$ cat config.mk
export PLATFORM = sky130hd
export DESIGN_NAME = alarm_irq_unit
export DESIGN_NICKNAME = d
export VERILOG_FILES = /design/src/rtl/alarm_irq_pkg.sv /design/src/rtl/alarm_set.sv /design/src/rtl/alarm_irq_pins.sv /design/src/rtl/alarm_irq_unit.sv
export SDC_FILE = /design/constraint.sdc
export NUM_CORES = 1
export LEC_CHECK = 0
export BUFFER_PORTS_ARGS = -buffer_cell sky130_fd_sc_hd__buf_2
export CAP_MARGIN = 20
export CORE_MARGIN = 2
export CORE_UTILIZATION = 30
export CTS_CLUSTER_DIAMETER = 80
export DETAILED_ROUTE_END_ITERATION = 8
export PLACE_DENSITY = 0.56
export SLEW_MARGIN = 20
export SYNTH_ARGS = -nofsm -noshare
export SYNTH_HDL_FRONTEND = slang
export SYNTH_SLANG_ARGS = --single-unit
$ cat constraint.sdc
create_clock -name clk -period 3.1 [get_ports clk]
set_input_delay 0.31 -clock clk [delete_from_list [all_inputs] [get_ports clk]]
set_output_delay 0.31 -clock clk [all_outputs]
set_load 0.03 [all_outputs]
$ cat src/rtl/alarm_irq_pkg.sv
`timescale 1ns/1ps
package alarm_irq_pkg;
  localparam int DW     = 8;
  localparam int FIELDS = 4;
  localparam int IW     = $clog2(FIELDS);
  typedef logic [DW-1:0] byte_t;
  typedef logic [FIELDS-1:0][DW-1:0] tod_t;  // [0]=sec [1]=min [2]=hour [3]=wday
endpackage

$ cat src/rtl/alarm_set.sv
`timescale 1ns/1ps
module alarm_set
  import alarm_irq_pkg::*;
#(
  parameter int AW   = 8,
  parameter int BASE = 7
) (
  input  logic          clk,
  input  logic          rst,
  input  logic          we,
  input  logic [AW-1:0] addr,
  input  byte_t         wdata,
  input  tod_t          now,
  output logic          sel,
  output byte_t         rd_val,
  output logic          match
);
  localparam int LAST = BASE + FIELDS - 1;

  byte_t          fld [FIELDS];
  logic [IW-1:0]  idx;
  logic [FIELDS-1:0] fm;

  assign sel = (addr >= AW'(BASE)) && (addr <= AW'(LAST));
  assign idx = addr[IW-1:0] - IW'(BASE);

  always_ff @(posedge clk) begin
    if (rst) begin
      for (int i = 0; i < FIELDS; i++) fld[i] <= '0;
    end else if (we && sel) begin
      fld[idx] <= wdata;
    end
  end

  generate
    for (genvar f = 0; f < FIELDS; f++) begin : g_cmp
      assign fm[f] = fld[f][DW-1] | (fld[f] == now[f]);
    end
  endgenerate

  assign match  = &fm;
  assign rd_val = fld[idx];
endmodule

$ cat src/rtl/alarm_irq_pins.sv
`timescale 1ns/1ps
module alarm_irq_pins (
  input  logic       clk,
  input  logic       rst,
  input  logic [1:0] pend,
  input  logic [1:0] en,
  input  logic       route,
  output logic       int0_n,
  output logic       int1
);
  logic act0, act1;
  assign act0 = pend[0] & en[0];
  assign act1 = pend[1] & en[1];

  always_ff @(posedge clk) begin
    if (rst) begin
      int0_n <= 1'b1;
      int1   <= 1'b0;
    end else begin
      int0_n <= ~(act0 | (act1 & ~route));
      int1   <= act1 & route;
    end
  end

  a_r8_int0_low: assert property (@(posedge clk) disable iff (rst)
    act0 |=> !int0_n);
  a_r9_int1_quiet: assert property (@(posedge clk) disable iff (rst)
    !route |=> !int1);
endmodule

$ cat src/rtl/alarm_irq_unit.sv
`timescale 1ns/1ps
module alarm_irq_unit
  import alarm_irq_pkg::*;
#(
  parameter int AW       = 8,
  parameter int ALM_BASE = 7
) (
  input  logic          clk,
  input  logic          rst,
  input  logic          tick,
  input  logic [7:0]    now_sec,
  input  logic [7:0]    now_min,
  input  logic [7:0]    now_hour,
  input  logic [7:0]    now_wday,
  input  logic          bus_we,
  input  logic          bus_re,
  input  logic [AW-1:0] bus_addr,
  input  logic [7:0]    bus_wdata,
  output logic [7:0]    bus_rdata,
  output logic [1:0]    pend,
  output logic          int0_n,
  output logic          int1
);
  localparam int NCH       = 2;
  localparam int CTRL_ADDR = ALM_BASE + NCH * FIELDS;
  localparam int STAT_ADDR = CTRL_ADDR + 1;

  tod_t           now;
  logic [NCH-1:0] sel, match, set_c, clr_c;
  byte_t          rdv [NCH];
  logic [2:0]     ctrl;
  logic           ctrl_hit, stat_hit;

  assign now = {now_wday, now_hour, now_min, now_sec};
  assign ctrl_hit = (bus_addr == AW'(CTRL_ADDR));
  assign stat_hit = (bus_addr == AW'(STAT_ADDR));

  generate
    for (genvar k = 0; k < NCH; k++) begin : g_ch
      alarm_set #(.AW(AW), .BASE(ALM_BASE + k * FIELDS)) u_set (
        .clk(clk), .rst(rst), .we(bus_we), .addr(bus_addr), .wdata(bus_wdata),
        .now(now), .sel(sel[k]), .rd_val(rdv[k]), .match(match[k])
      );
      assign set_c[k] = tick & match[k];
      assign clr_c[k] = (bus_re & sel[k]) | (bus_we & stat_hit & ~bus_wdata[k]);

      always_ff @(posedge clk) begin
        if (rst)           pend[k] <= 1'b0;
        else if (set_c[k]) pend[k] <= 1'b1;
        else if (clr_c[k]) pend[k] <= 1'b0;
      end

      a_r5_read_acks: assert property (@(posedge clk) disable iff (rst)
        (bus_re && sel[k] && !(tick && match[k])) |=> !pend[k]);
      a_r7_match_wins: assert property (@(posedge clk) disable iff (rst)
        (tick && match[k]) |=> pend[k]);
      a_r4_no_spurious_set: assert property (@(posedge clk) disable iff (rst)
        (!pend[k] && !tick) |=> !pend[k]);
    end
  endgenerate

  always_ff @(posedge clk) begin
    if (rst)                   ctrl <= '0;
    else if (bus_we && ctrl_hit) ctrl <= bus_wdata[2:0];
  end

  always_ff @(posedge clk) begin
    if (rst) begin
      bus_rdata <= '0;
    end else if (bus_re) begin
      if (sel[0])        bus_rdata <= rdv[0];
      else if (sel[1])   bus_rdata <= rdv[1];
      else if (ctrl_hit) bus_rdata <= {5'b0, ctrl};
      else if (stat_hit) bus_rdata <= {6'b0, pend};
      else               bus_rdata <= '0;
    end
  end

  alarm_irq_pins u_pins (
    .clk(clk), .rst(rst), .pend(pend), .en(ctrl[1:0]), .route(ctrl[2]),
    .int0_n(int0_n), .int1(int1)
  );

  a_r10_sel_exclusive: assert property (@(posedge clk) disable iff (rst)
    $onehot0({sel, ctrl_hit, stat_hit}));
endmodule

==> flow_metrics.py, run 1 <==
metrics = {
    "run_status": {
        "status": "finished clean",
    },
    "synthesis": {
        "ys_seq_area_frac": 0.513,
        "yosys_warnings": 0,
        "synthCells": 353,
        "ys_top_cells_by_count": "edfxtp_1 (64), xor2_1 (56), and2_1 (42)",
        "synth_area_leader_cell": "edfxtp_1",
        "synth-async-reset-ratio": 0,
        "synth_area_mm2": 0.00433,
        "synth_seq_cells": 79,
        "synth_top_area_frac": 0.444,
        "synthTopCellsByArea": "edfxtp_1 (44%), xor2_1 (11%), mux4_2 (8.3%)",
        "synth-edff-count": 64,
        "syn_nets": 409,
        "netlist-cell-type-count": 40,
        "yosysMostFrequentCell": "edfxtp_1",
        "synth_top_flop_cell": "edfxtp_1",
        "syn_area_per_cell_um2": 12.3,
    },
    "sta": {
        "tightest_slew_ns": 0.667,
        "slew_headroom": 0.555,
        "final-setup-viol-count": 0,
        "holdWs_ns": 0.293,
        "fmax_mhz": 428,
        "fin_skew_ns": 0.00569,
        "hold_viol": 0,
        "final.min_clock_period_ns": 2.33,
        "fin_crit_sh": 0.753,
        "slew_violations": 0,
        "fin_setup_tns_ns": 0,
        "rsz0062_at_grt": "false",
    },
    "layout": {
        "nFillCells": 1383,
        "layout.nets": 474,
        "layout-drive-gt1-share": 0.260,
        "syn_to_final_growth_pct": 18.4,
        "n_antenna_cell": 0,
    },
    "setup_path": {
        "cp.arrival_ns": 2.34,
        "ff2ff_setup_slack_ns": 1.16,
        "crit_chain": "buf_2 -> nor4_4 -> and3_1 -> and3_1 -> nor3b_4 -> or2_1",
        "path_buf_inv": 1,
        "worstSetupPathType": "input port to flip-flop",
        "slowest_delay_ns": 0.42,
        "r2r-end": "pend[1]",
        "slowest_stage": "nor4_4",
        "cp_common_cell": "and3_1",
        "r2r_start": "g_ch[1].u_set.fld[1][5]",
        "rr_worst_depth": 5,
        "critPathTopFamily": "simple AND/OR/NAND/NOR gates",
        "critPathLaunchType": "input port",
        "critPathRequiredTime_ns": 3.10,
        "cp-end-kind": "flip-flop",
        "cp_max_fo": 11,
    },
    "detailed_routing": {
        "wl_per_cell_um": 21.7,
        "vias": 3120,
        "first_pass_iters": 4,
        "drtAntennaViolNets": 0,
        "dr.first_iter.drc_count": 366,
        "vias_per_cell": 5.17,
        "wl_um": 13100,
        "route.detailed.drc": 0,
    },
    "floorplanning": {
        "die_w_um": 124,
        "die-area_mm2": 0.0154,
        "pin_count": 65,
        "row_count": 43,
        "die_h_um": 124,
        "initial_core_util": 0.310,
        "core_mm2": 0.0140,
    },
    "global_route": {
        "grtUsageMet2": 0.292,
        "busiest_layer": "met2",
        "grt_pass1_wl_um": 19000,
        "grt_use_total": 0.178,
        "antenna_found_initial": 0,
        "first_global_vias": 3084,
        "grt_max_degree": 22,
        "grt_use_met1": 0.235,
        "grt_overflow": 0,
        "grt_util_met3": 0.0256,
    },
    "clock_network": {
        "cts_max_level": 3,
        "cts.sinks": 79,
        "cts_buffers": 9,
        "post_cts_resized": 0,
        "cts.path.max_buffers": 2,
        "worstSkewPairLatency_ns": 0.34,
        "clkTransAtPathRegs_ns": 0.06,
        "post_cts_buffers": 0,
        "cts_hold_buf": 0,
        "cts-root-buf": "clkbuf_16",
        "cts_tree": "built",
    },
    "placement": {
        "dp_hpwl_um": 10100,
        "gp_congestion": 0.956,
        "port_buffers": 64,
    },
    "min_path": {
        "hold_class": "input port to flip-flop",
        "hold_end": "pend[1]",
        "min_from": "tick",
        "hold_path_depth": 2,
    },
    "power": {
        "p_per_area_mw_per_mm2": 502,
        "peakVddDrop_mv": 0.217,
        "p_leak_uw": 0.00201,
    },
    "flow_run": {
        "drv_cap": 0,
    },
}
==> worst max path at each step <==
| stage | start | endpoint | slack [ns] | cells after the start |
|---|---|---|---|---|
| after global routing | bus_addr[4] | g_ch[1].u_set.fld[0][0] | 0.61 | 6 |
| after detailed placement | bus_addr[4] | g_ch[1].u_set.fld[0][5] | 0.45 | 6 |
| after global placement | bus_addr[4] | g_ch[1].u_set.fld[0][5] | 0.51 | 6 |
| final | bus_addr[4] | g_ch[1].u_set.fld[0][0] | 0.77 | 6 |
| after floorplan | bus_addr[0] | g_ch[1].u_set.fld[3][0] | 0.18 | 8 |
| after CTS | bus_addr[4] | g_ch[1].u_set.fld[0][0] | 0.79 | 6 |
==> cell type report <==
type	instances	area (µm²)	area share
sequential	79	2220	0.433
tap	180	225	0.0439
multi-input combinational	251	1990	0.388
timing repair buffer	73	388	0.0756
clock buffer	12	262	0.0510
clock inverter	4	26.3	0.00512
inverter	4	15.0	0.00293
==> cells by family (layout without fill, tap and decap cells) <==
kind of cell,count (synthesis),count (layout),share of synthesized area
DFF,79,79,0.513
buffers and inverters,23,93,0.0272
and+or+nand+nor,135,135,0.189
AOI/OAI and AO/OA,41,41,0.0653
muxes,16,16,0.0832
adders and majority gates,3,3,0.00867
xor gates and xnor gates,56,56,0.113
==> flip-flops by register name (all words and copies together) (netlist names) <==
signal / flops
bus_rdata: 8
ctrl: 3
g_ch.u_set.fld: 64
pend: 2
u_pins.int0_n: 1
u_pins.int1: 1
==> cell usage in the layout (no fill, tap or decap), types with 4 or more instances in the layout <==
cell type and n:
mux4_2 16, inv_1 4, o21ai_0 4, nand2_1 14, a21oi_1 12, nor4_1 17, edfxtp_1 64, dfxtp_1 15
and3_1 30, clkbuf_16 10, buf_4 9, a22oi_1 5, and2_1 42, nand3_1 8, nor2_1 10, buf_2 64
xor2_1 56, a211oi_1 5
==> metrics by stage <==
stage	total power (µW)	util	worst slack, ns	std cells	area [µm²]
after floorplan	1420	-	0.178	353	4330
after global placement	1560	0.346	0.514	587	4840
after detailed placement	1570	0.346	0.454	587	4840
after CTS	2580	0.367	0.786	603	5130
after global routing	2650	0.367	0.607	603	5130
final	2570	0.367	0.765	603	5130
==> metal layers <==
metal | wire, µm | vias up
li1 | - | 1452
met1 | 5360 | 1513
met5 | 0 | -
met4 | 433 | 0
met2 | 6370 | 128
met3 | 891 | 27
==> report_power, final <==
group	internal [µW]	switching (µW)	total, µW
Sequential	1200	54.1	1250
Combinational	126	172	298
Clock	603	421	1020
Total	1920	647	2570
Note: power is estimated with default switching activity, not from simulation.
==> run 2, diff against run 1 <==
ABC_AREA = 1   (was default)
PLACE_DENSITY = 0.54   (was 0.56)
clock period = 2.3 ns   (was 3.1 ns; I/O delays follow)
==> flow_metrics.py, run 2 <==
metrics = {
    "detailed_routing": {
        "route.detailed.drc": 0,
        "wl_um": 15000,
        "drtAntennaViolNets": 0,
        "first_pass_iters": 5,
        "vias": 4155,
        "vias_per_cell": 4.78,
        "dr.first_iter.drc_count": 401,
        "wl_per_cell_um": 17.3,
    },
    "clock_network": {
        "cts-root-buf": "clkbuf_16",
        "cts_max_level": 3,
        "post_cts_resized": 0,
        "cts_hold_buf": 0,
        "cts_tree": "built",
        "clkTransAtPathRegs_ns": 0.06,
        "cts.sinks": 79,
        "cts_buffers": 9,
        "worstSkewPairLatency_ns": 0.35,
        "cts.path.max_buffers": 2,
        "post_cts_buffers": 0,
    },
    "global_route": {
        "grt_use_total": 0.187,
        "antenna_found_initial": 1,
        "grt_max_degree": 42,
        "grt_pass1_wl_um": 22800,
        "grt_overflow": 0,
        "first_global_vias": 4019,
    },
    "layout": {
        "multi_input_area_mm2": 0.00217,
        "layout-drive-gt1-share": 0.191,
        "largest_reg_flops": 64,
        "seq_area_mm2": 0.00222,
        "layout.nets": 709,
        "syn_to_final_growth_pct": 19.3,
        "fin_cells": 870,
        "regMostFlops": "g_ch.u_set.fld",
        "nFillCells": 1637,
        "final_cell_mix": "nand2_1 (125), nor2_1 (95), edfxtp_1 (64), buf_2 (64), inv_1 (63)",
        "reg.largest.list": "g_ch.u_set.fld: 64 flops, bus_rdata: 8 flops, ctrl: 3 flops",
        "final_common_cell": "nand2_1",
    },
    "setup_path": {
        "slowest_stage": "nor3_4",
        "critPathRequiredTime_ns": 2.32,
        "cp-end-kind": "flip-flop",
        "slowest_delay_ns": 0.29,
        "cp.arrival_ns": 1.64,
        "critPathLaunchType": "input port",
        "worstSetupPathType": "input port to flip-flop",
        "cp_max_fo": 9,
        "crit_chain": "buf_2 -> ha_1 -> o21ai_2 -> nor3_4 -> nand3_4 -> nor2_8 -> nand2_4 -> nand2_1",
    },
    "sta": {
        "fin_skew_ns": 0.00693,
        "fin_setup_tns_ns": 0,
        "fin_crit_sh": 0.707,
        "final.min_clock_period_ns": 1.63,
        "tightest_slew_ns": 0.514,
        "slew_headroom": 0.658,
        "rsz0062_at_grt": "false",
        "fmax_mhz": 615,
        "final-setup-viol-count": 0,
        "slew_violations": 0,
        "hold_viol": 0,
    },
    "synthesis": {
        "synth-edff-count": 64,
        "synth_area_leader_cell": "edfxtp_1",
        "synth_top_area_frac": 0.407,
        "synth-async-reset-ratio": 0,
        "yosysMostFrequentCell": "nand2_1",
        "yosys_warnings": 0,
        "synth_area_mm2": 0.00472,
        "synthCells": 581,
        "ys_top_cells_by_count": "nand2_1 (125), nor2_1 (95), edfxtp_1 (64)",
        "syn_area_per_cell_um2": 8.13,
        "synthTopCellsByArea": "edfxtp_1 (41%), nand2_1 (9.9%), nor2_1 (7.5%)",
        "netlist-cell-type-count": 36,
        "synth_top_flop_cell": "edfxtp_1",
        "synth_seq_cells": 79,
        "ys_seq_area_frac": 0.470,
        "syn_nets": 637,
    },
    "placement": {
        "dp.cells": 853,
        "dp_hpwl_um": 11800,
        "port_buffers": 64,
        "gp_congestion": 0.907,
    },
    "flow_run": {
        "drv_cap": 0,
    },
    "floorplanning": {
        "die_h_um": 129,
        "initial_core_util": 0.308,
        "core_mm2": 0.0153,
        "die-area_mm2": 0.0168,
        "row_count": 45,
        "die_w_um": 129,
        "pin_count": 65,
    },
    "power": {
        "p_per_area_mw_per_mm2": 638,
        "power.total_uw": 3590,
        "peakVddDrop_mv": 0.361,
        "p_leak_uw": 0.00238,
    },
    "run_status": {
        "status": "finished clean",
    },
    "min_path": {
        "hold_class": "input port to flip-flop",
    },
}
## run 2: cell count changes after synthesis, sizes merged, moves of 13 or more
cell,before,now
a21oi,12,32
o21ai,4,46
and2,42,0
nand2,14,133
nor4,18,0
and3,30,0
nand3,8,21
xor2,56,5
xnor2,0,35
nor3,0,19
inv,4,65
mux4,16,0
nor2,10,101
## run 2: cell families after synthesis
| group | count (synthesis) | synth area share |
|---|---|---|
| AOI/OAI and AO/OA | 92 | 0.106 |
| xor gates and xnor gates | 40 | 0.0742 |
| adders and majority gates | 3 | 0.00795 |
| buffers and inverters | 85 | 0.0739 |
| DFF | 79 | 0.470 |
| and+or+nand+nor | 282 | 0.268 |
## run 2: critical path, delay by kind of cell
family	cells	cell delay (ns)
simple gates	5	0.97
fa+ha+maj	1	0.22
buf+inv	1	0.12
compound gates	1	0.10
## run 2: report_power, final
part,internal [µW],leakage [µW],total (µW),switching [µW]
Combinational,181,0.00151,506,326
Sequential,1610,0.000729,1670,64.0
Clock,836,0.000142,1420,581
Total,2620,0.00238,3590,970
## run 2: per-stage QoR
step,hold slack [ns],area (µm²),setup slack (ns),utilization
finish,0.211,5630,0.675,0.368
CTS,0.201,5630,0.661,0.368
floorplan,0.413,4740,-0.131,-
global placement,0.453,5340,0.394,0.349
global route,0.217,5630,0.538,0.368
detailed placement,0.458,5340,0.296,0.349
## run 2: layout make-up
class	instances	share of cell area
clock buffer	10	0.0406
timing repair buffer	79	0.0768
antenna	1	0.000444
tap	211	0.0469
sequential	79	0.394
multi-input combinational	417	0.385
clock inverter	6	0.0109
inverter	67	0.0446
## run 2: worst paths after layout
path / slack (ns) / end / cells past startpoint / from
worst max-delay path: 0.67 / g_ch[1].u_set.fld[2][1] / 8 / bus_addr[0]
worst max register to register: 0.83 / pend[0] / 11 / g_ch[0].u_set.fld[2][1]
worst min-delay path: 0.21 / bus_rdata[1] / 2 / rst
worst min register to register: 0.47 / bus_rdata[2] / 2 / bus_rdata[2]
## run 2: metal layers
| metal | up-vias | wire (µm) | share of wire | track usage |
|---|---|---|---|---|
| li1 | 2033 | - | - | - |
| met1 | 1928 | 6530 | 0.43 | 0.246 |
| met2 | 169 | 6960 | 0.46 | 0.303 |
| met3 | 25 | 1160 | 0.077 | 0.0454 |
| met4 | 0 | 372 | 0.025 | 0.0607 |
| met5 | - | 0 | 0 | 0 |
